[src/rtl/adc_scan_pkg.sv]
package adc_scan_pkg;

    localparam int FRAME_W = 16;
    localparam int CH_W    = 4;

    // command word fields
    localparam logic [FRAME_W-1:0] CW_MANUAL     = 16'h1000;
    localparam logic [FRAME_W-1:0] CW_WRITE      = 16'h0800;
    localparam logic [FRAME_W-1:0] CW_WIDE_RANGE = 16'h0040;
    localparam logic [FRAME_W-1:0] CW_PORT_CFG   = 16'h4000;
    localparam logic [FRAME_W-1:0] CW_FILLER     = 16'h0000;
    localparam int                 CW_CH_LSB     = 7;

    // one entry per launched frame: does its reply become a beat, and for which channel
    typedef struct packed {
        logic            want;
        logic [CH_W-1:0] ch;
    } frame_tag_t;

    typedef enum logic [3:0] {
        SQ_BOOT_RANGE,
        SQ_BOOT_PORT,
        SQ_IDLE,
        SQ_SCAN_CMD,
        SQ_SCAN_FILL,
        SQ_ONE_CMD,
        SQ_ONE_FILL,
        SQ_DRAIN
    } seq_state_t;

    typedef enum logic [2:0] {
        PH_IDLE,
        PH_LEAD,
        PH_HIGH,
        PH_LOW,
        PH_GAP
    } phy_state_t;

    function automatic logic [FRAME_W-1:0] conv_word(input logic [CH_W-1:0] ch);
        return CW_MANUAL | (FRAME_W'(ch) << CW_CH_LSB);
    endfunction

endpackage

[src/rtl/adc_spi_frame.sv]
module adc_spi_frame
    import adc_scan_pkg::*;
#(
    parameter int SCLK_HALF = 2,
    parameter int CS_GAP    = 2
) (
    input  logic               clk,
    input  logic               rst_n,
    input  logic               launch_i,
    input  logic [FRAME_W-1:0] word_i,
    output logic               idle_o,
    output logic               done_o,
    output logic [FRAME_W-1:0] rx_o,
    output logic               sclk_o,
    output logic               mosi_o,
    output logic               cs_n_o,
    input  logic               miso_i
);

    localparam int TMR_MAX = (SCLK_HALF > CS_GAP) ? SCLK_HALF : CS_GAP;
    localparam int TMR_W   = $clog2(TMR_MAX + 1);
    localparam int BIT_W   = $clog2(FRAME_W);

    phy_state_t         ph, ph_nxt;
    logic [TMR_W-1:0]   tmr;
    logic [BIT_W-1:0]   bit_idx;
    logic [FRAME_W-1:0] tx_sr;
    logic [FRAME_W-1:0] rx_sr;
    logic               half_hit;
    logic               gap_hit;
    logic               last_bit;

    assign half_hit = (tmr == TMR_W'(SCLK_HALF - 1));
    assign gap_hit  = (tmr == TMR_W'(CS_GAP - 1));
    assign last_bit = (bit_idx == BIT_W'(FRAME_W - 1));

    // state register
    always_ff @(posedge clk or negedge rst_n) begin
        if (!rst_n) ph <= PH_IDLE;
        else        ph <= ph_nxt;
    end

    // next state
    always_comb begin
        ph_nxt = ph;
        unique case (ph)
            PH_IDLE: if (launch_i) ph_nxt = PH_LEAD;
            PH_LEAD: if (half_hit) ph_nxt = PH_HIGH;
            PH_HIGH: if (half_hit) ph_nxt = last_bit ? PH_GAP : PH_LOW;
            PH_LOW:  if (half_hit) ph_nxt = PH_HIGH;
            PH_GAP:  if (gap_hit)  ph_nxt = PH_IDLE;
            default: ph_nxt = PH_IDLE;
        endcase
    end

    // outputs and shift registers
    always_ff @(posedge clk or negedge rst_n) begin
        if (!rst_n) begin
            tmr     <= '0;
            bit_idx <= '0;
            tx_sr   <= '0;
            rx_sr   <= '0;
            rx_o    <= '0;
            sclk_o  <= 1'b0;
            cs_n_o  <= 1'b1;
            done_o  <= 1'b0;
        end else begin
            done_o <= 1'b0;
            if (ph_nxt != ph)       tmr <= '0;
            else if (ph != PH_IDLE) tmr <= tmr + 1'b1;

            if (ph == PH_IDLE && launch_i) begin
                cs_n_o  <= 1'b0;
                tx_sr   <= word_i;
                bit_idx <= '0;
            end
            if (ph_nxt == PH_HIGH && ph != PH_HIGH) begin
                sclk_o <= 1'b1;
                rx_sr  <= {rx_sr[FRAME_W-2:0], miso_i};
            end
            if (ph == PH_HIGH && ph_nxt != PH_HIGH) begin
                sclk_o <= 1'b0;
                if (ph_nxt == PH_GAP) begin
                    cs_n_o <= 1'b1;
                end else begin
                    tx_sr   <= {tx_sr[FRAME_W-2:0], 1'b0};
                    bit_idx <= bit_idx + 1'b1;
                end
            end
            if (ph == PH_GAP && ph_nxt == PH_IDLE) begin
                done_o <= 1'b1;
                rx_o   <= rx_sr;
            end
        end
    end

    assign mosi_o = tx_sr[FRAME_W-1];
    assign idle_o = (ph == PH_IDLE);

endmodule

[src/rtl/adc_scan_ctl.sv]
module adc_scan_ctl
    import adc_scan_pkg::*;
#(
    parameter int NUM_CH = 16
) (
    input  logic               clk,
    input  logic               rst_n,
    input  logic               start_i,
    input  logic               single_i,
    input  logic [CH_W-1:0]    single_ch_i,
    input  logic [NUM_CH-1:0]  chan_mask_i,
    input  logic               eng_idle_i,
    input  logic               eng_done_i,
    input  logic               slot_full_i,
    output logic               launch_o,
    output logic [FRAME_W-1:0] word_o,
    output frame_tag_t         reply_tag_o,
    output logic               active_o
);

    localparam int HIST_D = 3;

    seq_state_t        state, state_nxt;
    logic [NUM_CH-1:0] pend;
    logic [NUM_CH-1:0] pend_rest;
    logic [CH_W-1:0]   low_ch;
    logic [CH_W-1:0]   one_ch;
    logic              rep;
    logic              can_go;
    logic              sending;
    logic              take_start;
    frame_tag_t        new_tag;
    frame_tag_t        hist [HIST_D];

    // lowest pending channel; clearing the lowest set bit matches it
    always_comb begin
        low_ch = '0;
        for (int i = NUM_CH - 1; i >= 0; i--) begin
            if (pend[i]) low_ch = CH_W'(i);
        end
    end
    assign pend_rest = pend & (pend - 1'b1);

    assign can_go     = eng_idle_i && !eng_done_i && !slot_full_i;
    assign take_start = (state == SQ_IDLE) && !slot_full_i && start_i &&
                        (single_i || (|chan_mask_i));

    // frame content per state
    always_comb begin
        sending = 1'b1;
        word_o  = CW_FILLER;
        new_tag = '{want: 1'b0, ch: '0};
        unique case (state)
            SQ_BOOT_RANGE: word_o = CW_MANUAL | CW_WRITE | CW_WIDE_RANGE;
            SQ_BOOT_PORT:  word_o = CW_PORT_CFG;
            SQ_SCAN_CMD: begin
                word_o  = conv_word(low_ch);
                new_tag = '{want: 1'b1, ch: low_ch};
            end
            SQ_SCAN_FILL:  word_o = CW_FILLER;
            SQ_ONE_CMD: begin
                word_o  = conv_word(one_ch);
                new_tag = '{want: !rep, ch: one_ch};
            end
            SQ_ONE_FILL:   word_o = CW_FILLER;
            SQ_IDLE:       sending = 1'b0;
            SQ_DRAIN:      sending = 1'b0;
            default:       sending = 1'b0;
        endcase
    end

    assign launch_o = sending && can_go;

    // state register
    always_ff @(posedge clk or negedge rst_n) begin
        if (!rst_n) state <= SQ_BOOT_RANGE;
        else        state <= state_nxt;
    end

    // transitions
    always_comb begin
        state_nxt = state;
        unique case (state)
            SQ_BOOT_RANGE: if (launch_o) state_nxt = SQ_BOOT_PORT;
            SQ_BOOT_PORT:  if (launch_o) state_nxt = SQ_DRAIN;
            SQ_IDLE: begin
                if (take_start) state_nxt = single_i ? SQ_ONE_CMD : SQ_SCAN_CMD;
            end
            SQ_SCAN_CMD:   if (launch_o && pend_rest == '0) state_nxt = SQ_SCAN_FILL;
            SQ_SCAN_FILL:  if (launch_o && rep) state_nxt = SQ_DRAIN;
            SQ_ONE_CMD:    if (launch_o && rep) state_nxt = SQ_ONE_FILL;
            SQ_ONE_FILL:   if (launch_o) state_nxt = SQ_DRAIN;
            SQ_DRAIN:      if (eng_done_i) state_nxt = SQ_IDLE;
            default:       state_nxt = SQ_IDLE;
        endcase
    end

    // operation registers and reply-tag history
    always_ff @(posedge clk or negedge rst_n) begin
        if (!rst_n) begin
            pend   <= '0;
            one_ch <= '0;
            rep    <= 1'b0;
            for (int i = 0; i < HIST_D; i++) hist[i] <= '{want: 1'b0, ch: '0};
        end else begin
            if (take_start) begin
                pend   <= chan_mask_i;
                one_ch <= single_ch_i;
                rep    <= 1'b0;
                for (int i = 0; i < HIST_D; i++) hist[i] <= '{want: 1'b0, ch: '0};
            end
            if (launch_o) begin
                hist[0] <= new_tag;
                for (int i = 1; i < HIST_D; i++) hist[i] <= hist[i-1];
                if (state == SQ_SCAN_CMD) pend <= pend_rest;
                if (state == SQ_SCAN_FILL || state == SQ_ONE_CMD) rep <= !rep;
            end
        end
    end

    assign reply_tag_o = hist[HIST_D-1];
    assign active_o    = (state != SQ_IDLE);

endmodule

[src/rtl/adc_result_slot.sv]
module adc_result_slot
    import adc_scan_pkg::*;
#(
    parameter int RES_BITS = 12
) (
    input  logic                clk,
    input  logic                rst_n,
    input  logic                done_i,
    input  logic [FRAME_W-1:0]  rx_i,
    input  frame_tag_t          tag_i,
    input  logic                ready_i,
    output logic                valid_o,
    output logic [CH_W-1:0]     chan_o,
    output logic [RES_BITS-1:0] data_o,
    output logic                err_o
);

    localparam int SAMPLE_MSB = 11;
    localparam int TAG_LSB    = FRAME_W - CH_W;

    always_ff @(posedge clk or negedge rst_n) begin
        if (!rst_n) begin
            valid_o <= 1'b0;
            chan_o  <= '0;
            data_o  <= '0;
            err_o   <= 1'b0;
        end else if (done_i && tag_i.want) begin
            valid_o <= 1'b1;
            chan_o  <= tag_i.ch;
            data_o  <= rx_i[SAMPLE_MSB -: RES_BITS];
            err_o   <= (rx_i[FRAME_W-1:TAG_LSB] != tag_i.ch);
        end else if (valid_o && ready_i) begin
            valid_o <= 1'b0;
        end
    end

endmodule

[src/rtl/adc_scan_seq.sv]
module adc_scan_seq
    import adc_scan_pkg::*;
#(
    parameter int NUM_CH    = 16,
    parameter int RES_BITS  = 12,
    parameter int SCLK_HALF = 2,
    parameter int CS_GAP    = 2
) (
    input  logic                clk,
    input  logic                rst_n,
    input  logic                start_i,
    input  logic                single_i,
    input  logic [3:0]          single_ch_i,
    input  logic [NUM_CH-1:0]   chan_mask_i,
    output logic                sclk_o,
    output logic                mosi_o,
    input  logic                miso_i,
    output logic                cs_n_o,
    output logic                res_valid_o,
    input  logic                res_ready_i,
    output logic [3:0]          res_chan_o,
    output logic [RES_BITS-1:0] res_data_o,
    output logic                tag_err_o,
    output logic                busy_o
);

    logic               eng_launch;
    logic [FRAME_W-1:0] eng_word;
    logic               eng_idle;
    logic               eng_done;
    logic [FRAME_W-1:0] eng_rx;
    frame_tag_t         reply_tag;
    logic               seq_active;

    adc_scan_ctl #(.NUM_CH(NUM_CH)) u_ctl (
        .clk         (clk),
        .rst_n       (rst_n),
        .start_i     (start_i),
        .single_i    (single_i),
        .single_ch_i (single_ch_i),
        .chan_mask_i (chan_mask_i),
        .eng_idle_i  (eng_idle),
        .eng_done_i  (eng_done),
        .slot_full_i (res_valid_o),
        .launch_o    (eng_launch),
        .word_o      (eng_word),
        .reply_tag_o (reply_tag),
        .active_o    (seq_active)
    );

    adc_spi_frame #(.SCLK_HALF(SCLK_HALF), .CS_GAP(CS_GAP)) u_phy (
        .clk      (clk),
        .rst_n    (rst_n),
        .launch_i (eng_launch),
        .word_i   (eng_word),
        .idle_o   (eng_idle),
        .done_o   (eng_done),
        .rx_o     (eng_rx),
        .sclk_o   (sclk_o),
        .mosi_o   (mosi_o),
        .cs_n_o   (cs_n_o),
        .miso_i   (miso_i)
    );

    adc_result_slot #(.RES_BITS(RES_BITS)) u_slot (
        .clk     (clk),
        .rst_n   (rst_n),
        .done_i  (eng_done),
        .rx_i    (eng_rx),
        .tag_i   (reply_tag),
        .ready_i (res_ready_i),
        .valid_o (res_valid_o),
        .chan_o  (res_chan_o),
        .data_o  (res_data_o),
        .err_o   (tag_err_o)
    );

    assign busy_o = seq_active || res_valid_o;

endmodule

[config.mk]
export PLATFORM = sky130hd
export DESIGN_NAME = adc_scan_seq
export DESIGN_NICKNAME = d
export VERILOG_FILES = /design/src/rtl/adc_scan_pkg.sv /design/src/rtl/adc_spi_frame.sv /design/src/rtl/adc_scan_ctl.sv /design/src/rtl/adc_result_slot.sv /design/src/rtl/adc_scan_seq.sv
export SDC_FILE = /design/constraint.sdc
export NUM_CORES = 1
export LEC_CHECK = 0
export ABC_AREA = 1
export BUFFER_PORTS_ARGS = -buffer_cell sky130_fd_sc_hd__buf_2
export CAP_MARGIN = 20
export CORE_ASPECT_RATIO = 1.1
export CORE_MARGIN = 4
export CORE_UTILIZATION = 35
export DETAILED_ROUTE_END_ITERATION = 12
export PLACE_DENSITY_LB_ADDON = 0.2
export SYNTH_ARGS = -nofsm -noshare
export SYNTH_HDL_FRONTEND = slang
export SYNTH_SLANG_ARGS = --single-unit
[constraint.sdc]
create_clock -name clk -period 2.5 [get_ports clk]
set_input_delay 0.125 -clock clk [delete_from_list [all_inputs] [get_ports clk]]
set_output_delay 0.125 -clock clk [all_outputs]
set_load 0.02 [all_outputs]
==> out/qor.txt, run 1 <==
=====================================================================================
Primary flip-flop cell chosen by synthesis mapping .....................      dfrtp_1
Synth top area share ...................................................        53.4%
Number of flops mapped to enable cells by yosys ........................            0
IR drop worst, VDD .....................................................     0.622 mV
Antenna violations before repair .......................................            0
Sort of element at the end of the critical path ........................         flop
Post-synthesis share of cell area spent on and, or, nand and nor gates .        21.3%
Static Leak ............................................................      3.26 nW
Vias in the first global route .........................................         4311
Share of the clock period used by the worst path .......................        93.5%
Run status ............................................................. finished clean
Number of buffers created by CTS .......................................           17
Antenna Violating Nets Remaining .......................................            0
Xor and xnor area share after synthesis ................................       0.484%
Latest clock arrival within the worst-skew pair ........................      0.41 ns
Launching element type of the critical path ............................         flop
Worst path buffer plus inverter count ..................................            6
FP Rows ................................................................           47
Area growth, synth to finish ...........................................        22.8%
Vias per cell ..........................................................         4.70
Count of clock tree sinks ..............................................          117
Cell family with most CP delay ......................................... buffers and inverters
H-tree lvl count .......................................................            4
Time the final worst path needs with I/O delays and setup ..............      2.34 ns
Setup violation total in the final timing report .......................            0
Critical path peak fanout ..............................................           13
Initial drt markers ....................................................          209
TNS Setup ..............................................................         0 ns
Number of inserted diodes ..............................................            0
Multiplexer area fraction after synthesis ..............................       0.184%
Global-route wire length before repair .................................      21.0 mm
Worst setup path startpoint ............................................ u_phy.tmr[0]$_DFFE_PN0P_
Clock tree from TritonCTS ..............................................         done
Instance count of the mapped netlist ...................................          637
Most used standard cells in the synthesized netlist .................... nand2_1 (176), dfrtp_1 (116), inv_1 (79)
Fraction of layout cells with a size suffix above 1 ....................        18.6%
Worst path slowest cell ................................................      dfrtp_1
Final Hold Fails .......................................................            0
Number of I/O pins .....................................................           48
Clock tree root buffer cell ............................................    clkbuf_16
Reg2Reg Setup Slack ....................................................      0.16 ns
Placed wire-length estimate after detailed placement ...................      8.60 mm
Signal arrival time at the worst endpoint ..............................      2.63 ns
Mean post-synth cell area ..............................................   8.53 sq um
Util after Layout ......................................................        44.1%
Worst min-delay path category ..........................................       in2reg
Largest family of logic cells by synthesized area ...................... simple AND/OR/NAND/NOR gates
Overall die width ......................................................  127 microns
Critical Path, Cell by Cell ............................................ ha_1 > buf_4 > o211ai_1 > nand3_4 > nor2_1 > inv_1 > ha_1 > inv_1 > nor2_4 > inv_1 > buf_6 > buf_4 > o22ai_1
Biggest area contributors in the synthesized netlist ................... dfrtp_1 (53%), nand2_1 (12%), o21ai_0 (7.2%), inv_1 (5.5%), nor2_1 (2.8%)
Maximum buffer depth of the clock tree .................................            2
Die Area ...............................................................  17600 sq um
Clock-pin slew on the worst setup and hold paths .......................      0.05 ns
Worst Skew .............................................................   0.00703 ns
Synth Area in Compound Gates ...........................................        14.9%
Worst reg2reg path startpoint .......................................... u_phy.tmr[0]$_DFFE_PN0P_
Worst setup path category ..............................................      reg2reg
Least-Margin Pin Slew ..................................................     0.637 ns
Worst Slack Setup Final ................................................     0.161 ns
Total standard cell area after synthesis ...............................   5430 sq um
CP dominant cell by count ..............................................        inv_1
Required time of the critical path .....................................      2.79 ns
Weighted congestion at the end of routability-driven global placement ..        0.820
Grt total ovfl .........................................................            0
Max incr delay on CP ...................................................      0.39 ns
Ys async rst share .....................................................         100%
Port Buf Inserts .......................................................           47
Cell variety after synth ...............................................           52
Peak Freq ..............................................................      428 MHz
DRT Pass-1 Iters .......................................................            4
Vias ...................................................................         4328
DRC violation count after routing ......................................            0
Final layout net count .................................................          742
Worst slew slack as a fraction of its limit ............................        57.5%
Worst hold path startpoint ............................................. chan_mask_i[11]
Seq cells post-synth ...................................................          117
Pre-CTS setup slack ....................................................   -0.0237 ns
Area of the core .......................................................  15100 sq um
Y dimension of the die .................................................  139 microns
Number of warnings reported in the yosys synthesis log .................            0
Max-cap violations .....................................................            0
Post-DR wirelength/cell ................................................ 13.3 microns
Starting density of the core ...........................................        35.9%
Worst hold slack .......................................................    0.0247 ns
Total count of max-transition violations in the final report ...........            0
Adder-cell share of the synthesized area ...............................       0.921%
Total design power .....................................................      7.62 mW
Power per unit of standard cell area ................................... 1140 nW/um^2
Top-count cell post-synth ..............................................      nand2_1
Sequential fraction of the synthesis area ..............................        53.9%
Cell accounting for the most synthesized area ..........................      dfrtp_1
Syn Nets ...............................................................          667
Total track usage ......................................................        14.7%
Maximum number of pins on one net before global-route repair ...........           49
Total wire length after detailed routing ...............................      12.2 mm
=====================================================================================
sequential cells by signal (all words and copies together) (netlist names):
signal,cells
u_ctl.rep,1
u_phy.done_o,1
u_ctl.one_ch,4
u_phy.tmr,2
u_slot.data_o,12
u_phy.bit_idx,4
u_phy.rx_sr,16
u_phy.rx_o,16
u_slot.chan_o,4
u_phy.cs_n_o,1
u_ctl.state,3
u_slot.err_o,1
u_ctl.pend,16
u_phy.ph,3
u_slot.valid_o,1
u_phy.sclk_o,1
u_phy.tx_sr,16
u_ctl.reply_tag_o,5
u_ctl.hist,10
worst reg2reg max path, delay by kind of cell, from the launching register on:
family | cells | cell delay (ns)
buffers and inverters | 6 | 0.77
adder cells (fa/ha/maj) | 2 | 0.44
flip-flops | 1 | 0.39
AO/OA/AOI/OAI | 2 | 0.32
AND/OR/NAND/NOR | 3 | 0.31
layout by cell type (no fill, tap or decap), drive strengths merged, types with 4 or more instances in the layout:
cell type    synthesis  final
a21oi               11     11
a31oi                7      7
buf                 13     71
clkbuf              10     22
clkinv               0      5
dfrtp              116    116
dlygate4sd3          0      8
ha                   4      4
inv                 85     85
nand2              182    182
nand3               12     12
nor2                49     49
nor3                 8      8
nor4                 4      4
o21ai               90     90
o22ai               18     18
metal layers:
metal / up-vias / wire, microns / GRT usage (%)
met5: - / 0 / 0
met4: 0 / 178 / 5.25
met3: 13 / 427 / 4.16
met2: 59 / 5960 / 23.6
met1: 2054 / 5650 / 19.0
li1: 2202 / - / -
per-stage QoR:
step	instance area, sq um	instances
5_1_grt	6670	920
6_report	6670	920
3_3_place_gp	5960	878
4_1_cts	6640	917
3_5_place_dp	5960	878
2_1_floorplan	5430	637
final timing paths:
| path | to | cells after the start |
|---|---|---|
| max reg2reg | u_phy.tx_sr[2]$_DFF_PN0_ | 13 |
| max in group asynchronous | u_phy.cs_n_o$_DFF_PN1_ | 3 |
| min | u_ctl.pend[11]$_DFF_PN0_ | 3 |
| max | u_phy.tx_sr[2]$_DFF_PN0_ | 13 |
| min in group asynchronous | u_phy.tmr[1]$_DFFE_PN0P_ | 2 |
| min reg2reg | u_slot.data_o[3]$_DFFE_PN0P_ | 2 |
what timing repair did:
| item | in CTS | in global routing |
|---|---|---|
| gates resized for setup | 1 | 2 |
| buffers inserted | 0 | 3 |
| hold endpoints to repair | 51 | 0 |
| hold buffers | 8 | 0 |
| setup endpoints to repair | 2 | 17 |
| pin swaps | 0 | 3 |
where the power goes:
group          total (mW)  leakage (nW)  internal [mW]  switching, mW
registers            2.68          1.54           2.39          0.294
clock network        2.47         0.296           1.63          0.835
logic                2.47          1.42          0.919           1.55
kinds of logic after synthesis:
kind of cell / Yosys count
XOR/XNOR: 3
flip-flops: 117
multiplexers: 1
AO/OA/AOI/OAI: 141
AND/OR/NAND/NOR: 263
buffers and inverters: 108
adder cells (fa/ha/maj): 4
area by class of cell:
type | count | area [sq um]
Fill cell | 1474 | 8440
Sequential cell | 117 | 2930
Multi-Input combinational cell | 412 | 2060
Timing Repair Buffer | 79 | 514
Clock buffer | 22 | 474
Inverter | 85 | 324
Tap cell | 196 | 245
Clock inverter | 9 | 126
Note: power is estimated with default switching activity, not from simulation.
==> run 2: changes to the inputs <==
Clock period 2.5 ns to 3 ns, I/O delays scaled along.
==> out/qor.txt, run 2 (synthesized netlist as in run 1, its figures left out) <==
====================================================================================
Share of the clock period used by the worst path ......................        88.5%   -5.1 points
Terminating pin of the worst hold path ................................ u_ctl.pend[0]$_DFF_PN0_
Final Hold Fails ......................................................            0   unchanged
Max-cap violations ....................................................            0   unchanged
Weighted congestion at the end of routability-driven global placement .        0.795   -3.0%
Reg-to-Reg End ........................................................ u_phy.bit_idx[1]$_DFF_PN0_
Most common cell after layout, fill and taps aside ....................      nand2_1
Power per unit of standard cell area ..................................  934 nW/um^2   -18%
Starting density of the core ..........................................        35.9%   unchanged
Required time of the critical path ....................................      3.30 ns   +0.51 ns
Met1 Track Usage GR ...................................................        17.8%   -1.2 points
Launching element type of the critical path ...........................         flop
Antenna Violating Nets Remaining ......................................            0   unchanged
Post-cts resize count .................................................            0   -1
Area of the core ......................................................  15100 sq um   unchanged
Overall die width .....................................................  127 microns   unchanged
Latest clock arrival within the worst-skew pair .......................      0.41 ns   about the same
Clock tree from TritonCTS .............................................         done
Total track usage .....................................................        14.5%   -0.21 points
Fraction of layout cells with a size suffix above 1 ...................        16.9%   -1.7 points
Time the final worst path needs with I/O delays and setup .............      2.65 ns   +0.315 ns
Highest-utilization routing layer at the global route stage ...........         met2
Maximum buffer depth of the clock tree ................................            2   unchanged
Static Leak ...........................................................      3.17 nW   -2.8%
Vias ..................................................................         4299   -0.67%
Setup Fix Bufs, Post-CTS ..............................................            0   unchanged
Worst Skew ............................................................   0.00865 ns   +0.00162 ns
DRT Pass-1 Iters ......................................................            5   +1
IR drop worst, VDD ....................................................     0.456 mV   -27%
Number of non-filler instances in the completed layout ................          904   -1.7%
Worst min-delay path category .........................................       in2reg
Worst setup path category .............................................      reg2reg
Least-Margin Pin Slew .................................................     0.872 ns   +0.235 ns
Port Buf Inserts ......................................................           47   unchanged
Commonest non-fill, non-tap cells in the layout ....................... nand2_1 (176), dfrtp_1 (116), inv_1 (79)
Post-DR wirelength/cell ............................................... 13.1 microns   -1.2%
Vias in the first global route ........................................         4320   +0.21%
DRC violation count after routing .....................................            0   unchanged
Worst setup path startpoint ........................................... u_phy.ph[1]$_DFF_PN0_
Sort of element at the end of the critical path .......................         flop
Setup violation total in the final timing report ......................            0   unchanged
Die Area ..............................................................  17600 sq um   unchanged
Worst slew slack as a fraction of its limit ...........................        41.8%   -16 points
Global-route wire length before repair ................................      20.7 mm   -1.1%
Run status ............................................................ finished clean
Antenna violations before repair ......................................            0   unchanged
Total wire length after detailed routing ..............................      11.9 mm   -3.0%
Critical path peak fanout .............................................           21   +8
Filler cell count in the final layout .................................         1514   +2.7%
Clock tree root buffer cell ...........................................    clkbuf_16
Maximum number of pins on one net before global-route repair ..........           67   +37%
Setup repair after global routing missed its margin ...................        false
Worst Reg-to-Reg Cells ................................................           16   +3
Initial drt markers ...................................................          228   +9.1%
Number of inserted diodes .............................................            0   unchanged
Number of placed cells counting well taps .............................          865   -1.5%
H-tree lvl count ......................................................            4   unchanged
Met2 Use GR ...........................................................        23.4%   -0.22 points
Clock-pin slew on the worst setup and hold paths ......................      0.05 ns   about the same
Area growth, synth to finish ..........................................        19.9%
Placed wire-length estimate after detailed placement ..................      8.34 mm   -3.0%
FP Rows ...............................................................           47   unchanged
Peak Freq .............................................................      377 MHz   -12%
Y dimension of the die ................................................  139 microns   unchanged
TNS Setup .............................................................         0 ns   unchanged
Grt total ovfl ........................................................            0   unchanged
Met3 Usage GRT ........................................................        4.89%   +0.73 points
Number of I/O pins ....................................................           48   unchanged
Total count of max-transition violations in the final report ..........            0   unchanged
Number of buffers created by CTS ......................................           17   unchanged
Worst reg2reg path startpoint ......................................... u_phy.ph[1]$_DFF_PN0_
Number of buffers added to fix hold violations after cts ..............            7   -1
Signal arrival time at the worst endpoint .............................      2.95 ns   +0.32 ns
Vias per cell .........................................................         4.76   +1.1%
Final layout net count ................................................          725   -2.3%
Count of clock tree sinks .............................................          117   unchanged
Reg2Reg Setup Slack ...................................................      0.35 ns   +0.18 ns
Number of instances on the worst hold path ............................            3   unchanged
Worst hold path startpoint ............................................ chan_mask_i[0]
====================================================================================
-- run 2: final cells by class --
cell class,count,area (sq um),share of cell area [%]
Sequential cell,117,2930,45.0
Multi-Input combinational cell,412,2050,31.5
Clock buffer,21,480,7.38
Timing Repair Buffer,62,380,5.84
Inverter,85,324,4.98
Tap cell,196,245,3.77
Clock inverter,11,100,1.54
-- run 2: where the power goes --
part	internal [mW]	switching, mW
Clock	1.23	0.723
Combinational	0.650	1.22
Sequential	1.99	0.279
Total	3.87	2.22
-- run 2: worst max path at each step --
stage / end / slack, ns / depth (start not counted)
2_1_floorplan: u_phy.tx_sr[15]$_DFF_PN0_ / 0.66 / 16
3_3_place_gp: u_phy.tx_sr[15]$_DFF_PN0_ / 0.45 / 16
3_5_place_dp: u_phy.bit_idx[1]$_DFF_PN0_ / 0.36 / 16
4_1_cts: u_phy.bit_idx[1]$_DFF_PN0_ / 0.33 / 16
5_1_grt: u_phy.bit_idx[1]$_DFF_PN0_ / 0.16 / 16
6_report: u_phy.bit_idx[1]$_DFF_PN0_ / 0.35 / 16
-- run 2: worst max-delay path, cell delays in order, from the launching register on --
cell     delay [ns]
dfrtp_1        0.43
nor2_2         0.20
nand2_2        0.10
nor3_4         0.20
inv_2          0.12
nor2_8         0.18
inv_4          0.13
nand3_4        0.09
nor2_1         0.06
inv_1          0.07
ha_1           0.16
inv_1          0.07
nor2_4         0.10
inv_1          0.07
nand2_1        0.21
inv_1          0.13
a22o_1         0.20
-- run 2: per-stage QoR --
stage               utilization, %  instance area (sq um)  worst slack, ns  hold slack [ns]  power (mW)
floorplan                        -                   5430            0.655           -0.146        3.75
global placement              38.8                   5860            0.447            0.326        4.12
detailed placement            38.8                   5860            0.357            0.338        4.18
CTS                           43.1                   6510            0.330           0.0278        6.17
global route                  43.1                   6510            0.156           0.0415        6.56
finish                        43.1                   6510            0.346           0.0391        6.09
-- run 2: per-layer routing --
layer	wire length [microns]	vias to the layer above	part of all wire, %
li1	-	2184	-
met2	5760	70	49
met4	240	0	2.0
met1	5260	2027	44
met5	0	-	0
met3	593	18	5.0
==> run 3: changes to the inputs <==
==> constraint.sdc (replaced) <==
create_clock -name clk -period 3 [get_ports clk]
set_input_delay 0.6 -clock clk [delete_from_list [all_inputs] [get_ports clk]]
set_output_delay 0.6 -clock clk [all_outputs]
set_load 0.02 [all_outputs]
==> out/qor.txt, run 3 (synthesized netlist as in run 1, its figures left out) <==
====================================================================================
Storage cell area .....................................................   2930 sq um   unchanged
Vias per cell .........................................................         4.79   +0.71%
Required time of the critical path ....................................      3.29 ns   about the same
Pre-CTS setup slack ...................................................     0.340 ns   -0.0162 ns
Max-cap violations ....................................................            0   unchanged
Fraction of layout cells with a size suffix above 1 ...................        17.2%   +0.29 points
Setup Fix Bufs, Post-CTS ..............................................            0   unchanged
Footprint of the multi-input gates ....................................   2050 sq um   unchanged
Weighted congestion at the end of routability-driven global placement .        0.770   -3.1%
Worst path slowest cell ...............................................      dfrtp_1
Global-route wire length before repair ................................      20.7 mm   -0.47%
Total count of max-transition violations in the final report ..........            0   unchanged
Worst setup path category .............................................      reg2reg
Sort of element at the end of the critical path .......................         flop
Reg-to-Reg End ........................................................ u_phy.bit_idx[1]$_DFF_PN0_
IR drop worst, VDD ....................................................     0.468 mV   +2.6%
Reg2Reg Setup Slack ...................................................      0.31 ns   -0.04 ns
Placed wire-length estimate after detailed placement ..................      8.34 mm   about the same
DRC violation count after routing .....................................            0   unchanged
Met3 wire length ......................................................  586 microns   -1.2%
Vias ..................................................................         4301   +0.047%
Maximum buffer depth of the clock tree ................................            2   unchanged
Time the final worst path needs with I/O delays and setup .............      2.69 ns   +0.0371 ns
Power per unit of standard cell area ..................................  974 nW/um^2   +4.2%
DRT Pass-1 Iters ......................................................            5   unchanged
Final Hold Fails ......................................................            0   unchanged
Run status ............................................................ finished clean
Worst min-delay path category .........................................     in2async
Share of the clock period used by the worst path ......................        89.7%   +1.2 points
Post-cts resize count .................................................            0   unchanged
Placement-stage cell area .............................................   5880 sq um   +0.34%
Clock tree from TritonCTS .............................................         done
Clock tree root buffer cell ...........................................    clkbuf_16
CP dominant cell by count .............................................        inv_1
Worst Skew ............................................................   0.00871 ns   +0.0000591 ns
Critical path peak fanout .............................................           21   unchanged
Grt total ovfl ........................................................            0   unchanged
Worst reg2reg path startpoint ......................................... u_phy.ph[0]$_DFF_PN0_
Filler cell count in the final layout .................................         1485   -1.9%
Count of clock tree sinks .............................................          117   unchanged
Overall die width .....................................................  127 microns   unchanged
Antenna Violating Nets Remaining ......................................            0   unchanged
Launching element type of the critical path ...........................         flop
Worst Slack Setup Final ...............................................     0.309 ns   -0.0371 ns
Initial drt markers ...................................................          211   -7.5%
Total wire length after detailed routing ..............................      11.7 mm   -0.92%
Peak Freq .............................................................      372 MHz   -1.4%
Latest clock arrival within the worst-skew pair .......................      0.41 ns   about the same
Total track usage .....................................................        14.5%   -0.017 points
Worst slew slack as a fraction of its limit ...........................        49.9%   +8.1 points
Static Leak ...........................................................      3.18 nW   +0.34%
Final layout net count ................................................          719   -0.83%
Met2 wire len .........................................................      5.71 mm   -0.95%
Signal arrival time at the worst endpoint .............................      2.99 ns   +0.04 ns
Worst Reg-to-Reg Cells ................................................           16   unchanged
Port Buf Inserts ......................................................           47   unchanged
Vias in the first global route ........................................         4400   +1.9%
TNS Setup .............................................................         0 ns   unchanged
Clock-pin slew on the worst setup and hold paths ......................      0.05 ns   about the same
Commonest non-fill, non-tap cells in the layout ....................... nand2_1 (176), dfrtp_1 (116), inv_1 (79)
WL met1 ...............................................................      5.22 mm   -0.70%
Layout Cell Area excl Fill ............................................   6550 sq um   +0.54%
Post-DR wirelength/cell ............................................... 13.1 microns   -0.26%
Critical Path, Cell by Cell ........................................... nor2_2 > nand2_2 > nor3_4 > inv_2 > nor2_8 > inv_4 > nand3_4 > nor2_1 > inv_1 > ha_1 > inv_1 > nor2_4 > inv_1 > nand2_1 > inv_1 > a22o_1
Number of I/O pins ....................................................           48   unchanged
FP Rows ...............................................................           47   unchanged
Y dimension of the die ................................................  139 microns   unchanged
Maximum number of pins on one net before global-route repair ..........           55   -18%
Top layer in use ......................................................         met4
Least-Margin Pin Slew .................................................     0.751 ns   -0.121 ns
Max incr delay on CP ..................................................      0.44 ns   about the same
Most common cell after layout, fill and taps aside ....................      nand2_1
Number of buffers added to fix hold violations after cts ..............            0   -7
Worst setup path startpoint ........................................... u_phy.ph[0]$_DFF_PN0_
Die Area ..............................................................  17600 sq um   unchanged
Number of inserted diodes .............................................            0   unchanged
Area growth, synth to finish ..........................................        20.5%
Area of the core ......................................................  15100 sq um   unchanged
Setup violation total in the final timing report ......................            0   unchanged
Setup repair after global routing missed its margin ...................        false
Starting density of the core ..........................................        35.9%   unchanged
Number of buffers created by CTS ......................................           17   unchanged
Antenna violations before repair ......................................            0   unchanged
H-tree lvl count ......................................................            4   unchanged
====================================================================================
==> run 3: metrics by stage <==
step           std cells  utilization, %  power (mW)  hold WS, ns
2_1_floorplan        637               -        3.75        0.304
3_3_place_gp         866            38.9        4.11        0.456
3_5_place_dp         866            38.9        4.18        0.456
4_1_cts              898            43.3        6.45        0.284
5_1_grt              898            43.3        6.85        0.321
6_report             898            43.3        6.38        0.264
==> run 3: layout make-up <==
| type | instances | area share [%] |
|---|---|---|
| clock inverters | 14 | 3.46 |
| repair buffers | 56 | 5.04 |
| flip-flops and latches | 117 | 44.7 |
| well taps | 196 | 3.75 |
| inverters | 85 | 4.95 |
| multi-input cells | 412 | 31.4 |
| clock buffers | 18 | 6.71 |
==> run 3: critical path: cells and delay by family, from the launching register on <==
kind                       cells  cell delay [ns]
AOI/OAI and AO/OA              1             0.19
adders and majority gates      1             0.18
buffers and inverters          6             0.61
DFF                            1             0.44
and+or+nand+nor                8             1.16
==> run 3: layer usage <==
layer,global-route usage [%],vias to the layer above
met5,0,-
met4,5.99,0
met3,4.62,18
met2,23.3,82
met1,18.0,2031
li1,-,2170
==> run 3: power breakdown <==
group | leakage [nW] | switching [mW] | internal, mW
combinational | 1.32 | 1.21 | 0.646
clock | 0.317 | 0.745 | 1.50
sequential | 1.54 | 0.280 | 1.99
==> run 3: worst max-delay path by stage <==
stage | end | cells after the start | slack (ns)
floorplan | u_phy.tx_sr[15]$_DFF_PN0_ | 16 | 0.66
global placement | u_phy.tx_sr[15]$_DFF_PN0_ | 16 | 0.42
detailed placement | u_phy.bit_idx[1]$_DFF_PN0_ | 16 | 0.34
CTS | u_phy.bit_idx[1]$_DFF_PN0_ | 16 | 0.32
global route | u_phy.bit_idx[1]$_DFF_PN0_ | 16 | 0.03
finish | u_phy.bit_idx[1]$_DFF_PN0_ | 16 | 0.31
